### src/rtl/prc_pkg.sv
package prc_pkg;
  localparam int unsigned PRC_LEVELS = 8;
endpackage

### src/rtl/prc_first.sv
module prc_first #(
  parameter int unsigned N = 8,
  localparam int unsigned W = (N > 1) ? $clog2(N) : 1
) (
  input  logic [N-1:0] vec,
  output logic         found,
  output logic [W-1:0] idx
);
  // lowest index wins: scan from the top so the last hit is the lowest
  always_comb begin
    found = 1'b0;
    idx   = '0;
    for (int i = N - 1; i >= 0; i--) begin
      if (vec[i]) begin
        found = 1'b1;
        idx   = W'(i);
      end
    end
  end
endmodule

### src/rtl/prc_cell.sv
module prc_cell (
  input  logic clk,
  input  logic rst,
  input  logic irq,
  input  logic level_mode,
  input  logic freeze,
  input  logic ack_hit,
  input  logic init_clr,
  output logic req
);
  logic armed;   // input seen low since last capture or clear
  logic held;    // edge caught while the request latch was frozen
  logic cap;

  assign cap = irq & armed & ~level_mode;

  always_ff @(posedge clk) begin
    if (rst || init_clr) begin
      armed <= 1'b0;
      held  <= 1'b0;
      req   <= 1'b0;
    end else begin
      armed <= ~irq;
      if (freeze || ack_hit) held <= held | cap;
      else                   held <= 1'b0;
      if (ack_hit)           req <= 1'b0;
      else if (!freeze)      req <= level_mode ? irq : (req | held | cap);
    end
  end
endmodule

### src/rtl/prc_array.sv
module prc_array #(
  parameter int unsigned LEVELS = prc_pkg::PRC_LEVELS,
  localparam int unsigned LW = (LEVELS > 1) ? $clog2(LEVELS) : 1
) (
  input  logic              clk,
  input  logic              rst,
  input  logic [LEVELS-1:0] irq_in,
  input  logic              level_mode,
  input  logic              freeze,
  input  logic              ack,
  input  logic              eoi,
  input  logic              init_clr,
  input  logic              mask_we,
  input  logic [LEVELS-1:0] mask_wdata,
  output logic [LEVELS-1:0] req_q,
  output logic [LEVELS-1:0] isr_q,
  output logic [LEVELS-1:0] mask_q,
  output logic              int_out,
  output logic [LW-1:0]     win_lvl
);
  logic [LEVELS-1:0] eligible, ack_oh, eoi_oh;
  logic              win_found, isr_found, int_next;
  logic [LW-1:0]     win_idx, isr_idx;

  assign eligible = req_q & ~mask_q;

  prc_first #(.N(LEVELS)) u_win (.vec(eligible), .found(win_found), .idx(win_idx));
  prc_first #(.N(LEVELS)) u_srv (.vec(isr_q),    .found(isr_found), .idx(isr_idx));

  assign ack_oh   = (ack && win_found) ? (LEVELS'(1) << win_idx) : '0;
  assign eoi_oh   = (eoi && isr_found) ? (LEVELS'(1) << isr_idx) : '0;
  assign int_next = win_found && (!isr_found || (win_idx < isr_idx));

  for (genvar g = 0; g < LEVELS; g++) begin : g_cell
    prc_cell u_cell (
      .clk        (clk),
      .rst        (rst),
      .irq        (irq_in[g]),
      .level_mode (level_mode),
      .freeze     (freeze),
      .ack_hit    (ack_oh[g]),
      .init_clr   (init_clr),
      .req        (req_q[g])
    );
  end

  always_ff @(posedge clk) begin
    if (rst || init_clr) begin
      isr_q  <= '0;
      mask_q <= '0;
    end else begin
      isr_q <= (isr_q | ack_oh) & ~eoi_oh;
      if (mask_we) mask_q <= mask_wdata;
    end
  end

  always_ff @(posedge clk) begin
    if (rst) begin
      int_out <= 1'b0;
      win_lvl <= '0;
    end else begin
      int_out <= int_next;
      win_lvl <= win_found ? win_idx : '0;
    end
  end
endmodule

### config.mk
export PLATFORM = sky130hd
export DESIGN_NAME = prc_array
export DESIGN_NICKNAME = d
export VERILOG_FILES = /design/src/rtl/prc_pkg.sv /design/src/rtl/prc_first.sv /design/src/rtl/prc_cell.sv /design/src/rtl/prc_array.sv
export SDC_FILE = /design/constraint.sdc
export NUM_CORES = 1
export LEC_CHECK = 0
export BUFFER_PORTS_ARGS = -buffer_cell sky130_fd_sc_hd__buf_2
export CAP_MARGIN = 20
export CORE_MARGIN = 2
export CORE_UTILIZATION = 45
export CTS_BUF_LIST = sky130_fd_sc_hd__clkbuf_8 sky130_fd_sc_hd__clkbuf_16
export CTS_CLUSTER_DIAMETER = 100
export CTS_CLUSTER_SIZE = 20
export DETAILED_ROUTE_END_ITERATION = 10
export GPL_ROUTABILITY_DRIVEN = 0
export MAX_ROUTING_LAYER = met4
export PLACE_DENSITY = 0.7
export RECOVER_POWER = 25
export SLEW_MARGIN = 10
export SYNTH_ARGS = -nofsm -noshare
export SYNTH_HDL_FRONTEND = slang
export SYNTH_SLANG_ARGS = --single-unit
### constraint.sdc
create_clock -name clk -period 2.42 [get_ports clk]
set_input_delay 0.242 -clock clk [delete_from_list [all_inputs] [get_ports clk]]
set_output_delay 0.242 -clock clk [all_outputs]
set_load 0.1 [all_outputs]
==> metrics.md <==
| Metric | Value |
|---|---|
| Status | finished with violations |
| Violated checks | max-capacitance violations |
| Leading cell types in the layout, fill and taps excluded | 50 x buf_2, 46 x nor2_1, 37 x dfxtp_1 |
| CTS root buf | clkbuf_8 |
| Power, Total | 1.51 mW |
| Maximum level of the CTS H-tree | 2 |
| Port Buffers | slightly above 50 |
| Skew final | 0.00536 ns |
| Worst slew margin | 0.00196 |
| Io pins | 52 |
| Clock insertion delay at the later pin of the skew report | 0.30 ns |
| Die extent in x | 70.4 um |
| Wire length of the first global-routing pass | 7.84 mm |
| Largest net degree at the start of global routing | 25 |
| Number of synthesized flops with an enable pin | 0 |
| Cell area after synthesis | 1980 um^2 |
| Total count of hold-check failures in the final report | 0 |
| Diode count | 0 |
| Max VDD drop | 0.286 mV |
| Crit Path Max Fanout | 4 |
| CTS tree | done |
| Max-cap viol count | 1 |
| Layout overhead on the synthesized area | 17.6% |
| Number of violations reported at the end of detailed-routing iteration 0 | 134 |
| Total negative setup slack | 0 ns |
| Post-synthesis async set-or-reset flop share | 0 |
| Die height | approximately 70 um |
| Post-route design area | 2330 um^2 |
| Startpoint kind of the worst setup timing path | flip-flop |
| Type of the worst setup path | flip-flop to flip-flop |
| Synthesized flop and latch total | 44 |
| Synth top area cells | dfxtp_1 44%, nor2_1 8.7%, o221a_1 5.1% |
| GR Util met2 | 0.322 |
| Vias in the first global route | roughly 1700 |
| Kind of capture point of the worst setup path | flip-flop |
| Shortest period the worst path allows | 2.05 ns |
| Dpl hpwl | 3.48 mm |
| Count of cell types in the netlist | 40 |
| Starting Density | 0.462 |
| Unrepaired setup endpoints after global routing | no |
| Routed vias | 1789 |
| Remaining number of nets flagged by the antenna check after routing | 0 |
| Final #Nets | 296 |
| Drt wl/cell | 14.5 um |
| Layer with the highest usage after global routing | met2 |
| Register area share after synthesis | 0.444 |
| Arrival time reported for the critical path endpoint | 2.25 ns |
| # DRC | 0 |
| Required time worst endpoint | 2.62 ns |
| Reg clk slew, reported paths | about 0.080 ns |
| Post-detailed-placement cell area | 2240 um^2 |
| TritonCTS sink count | between 40 and 50 |
| Worst min path class | input port to flip-flop |
| Cts repair resizes | 0 |
| Final setup viols | 0 |
| Deepest clock path buffer count | 2 |
| Final routed wirelength across all metal layers | 4.68 mm |
| Initial DRT Pass Iterations | 4 |
| Cell type contributing the most total cell area after synthesis | dfxtp_1 |
| Commonest non-fill, non-tap cell in the layout | buf_2 |
| Leakage power figure | 1.06 nW |
| Power density relative to cell area | 650 nW/um^2 |
| Syn_nets | 252 |
| Max-slew violation total from the final report | 0 |
| Number of instances in the synthesized netlist | ~230 |
| Standard-cell row count | 24 |
| Crit share post-route | 0.849 |
| Initial antenna violation count | 0 |
| Overall routing resource usage | 0.207 |
| Area of the die | 4950 um^2 |
| Post-CTS Setup Repair Bufs | 0 |
| Total of hold buffers inserted after clock tree synthesis | 0 |
| Most frequently used flop master after synthesis | dfxtp_1 |
| Remaining Overflow, GRT | 0 |
| Fraction of post-synthesis cell area in the top cell type by area | 0.444 |
| Met1 track demand over resource in global routing | 0.265 |
| CTS Buf Count | 5 |
| Met3 track utilization from global routing | 0.0505 |
| Detailed-route vias per instance | 5.54 |
| Post-Synthesis Mean Instance Area | between 8 and 9 um^2 |
| F_max | 487 MHz |
| Proportion of layout cells with a drive suffix above 1 | 0.269 |
| Area inside the core boundary | 4290 um^2 |
| Transition time at the pin with the least slew margin | 1.50 ns |
| Synthesis warning total | 0 |
worst max-delay path: stages (launching register included):
cell     delay (ns)
dfxtp_1        0.36
nor2b_1        0.16
o211a_1        0.24
o31ai_1        0.34
inv_1          0.10
ha_1           0.30
nand2_1        0.05
a32o_1         0.20
a31oi_1        0.15
nor2_1         0.06
cells in the mapped netlist (2+ instances only):
master,count
nor2_1,46
dfxtp_1,44
nand2_1,12
a31oi_1,11
inv_1,9
nor2b_1,9
o221a_1,9
buf_4,8
clkbuf_1,8
mux2i_1,8
nor3_1,8
a21oi_1,6
o21ai_0,6
o221ai_1,5
nand2b_1,4
a211oi_1,2
a21o_1,2
and4_1,2
ha_1,2
nand3_1,2
o21a_1,2
o31ai_1,2
o41ai_1,2
report_power, final:
part	internal [mW]	switching (mW)	total, mW
combinational	0.0745	0.210	0.285
sequential	0.745	0.0127	0.758
clock	0.228	0.244	0.472
cells by family (layout without fill, tap and decap cells):
family,Yosys count,after routing,share of synthesized area
multiplexers,9,9,0.0461
buffers and inverters,27,72,0.0663
AND/OR/NAND/NOR,91,91,0.219
AO/OA/AOI/OAI,53,53,0.211
flip-flops,44,44,0.444
adder cells (fa/ha/maj),2,2,0.0126
worst paths after layout:
check	cells after the start	slack (ns)	endpoint	start
max reg2reg	9	0.37	int_out	g_cell[7].u_cell.req
min	2	0.11	g_cell[3].u_cell.armed	irq_in[3]
min reg2reg	2	0.50	g_cell[1].u_cell.req	g_cell[1].u_cell.req
max	9	0.37	int_out	g_cell[7].u_cell.req
area by class of cell:
type / instances / area, um^2
Clock inverter: 2 / 10.0
Sequential cell: 44 / 890
Tap cell: 52 / 65.1
Fill cell: 428 / 1960
Inverter: 10 / 37.5
Clock buffer: 6 / 82.6
Multi-Input combinational cell: 155 / 970
Timing Repair Buffer: 54 / 277
sequential cells by signal (all words and copies together), names as in the netlist:
name                 count
mask_q                   8
g_cell.u_cell.req        8
g_cell.u_cell.held       8
win_lvl                  3
isr_q                    8
g_cell.u_cell.armed      8
int_out                  1
metrics by stage:
step                utilization  setup WS (ns)  instances  hold slack (ns)
floorplan                     -         0.0266        226            0.314
global route              0.543          0.246        323            0.125
CTS                       0.543          0.381        323            0.105
finish                    0.543          0.365        323            0.113
global placement          0.522          0.440        315            0.437
detailed placement        0.522          0.427        315            0.434
layer usage:
layer,wire length (um),up-vias
met2,2130,57
met4,71,0
met1,2210,833
met5,0,-
met3,270,8
li1,-,891
No activity file was read; power rests on OpenSTA's default activity.
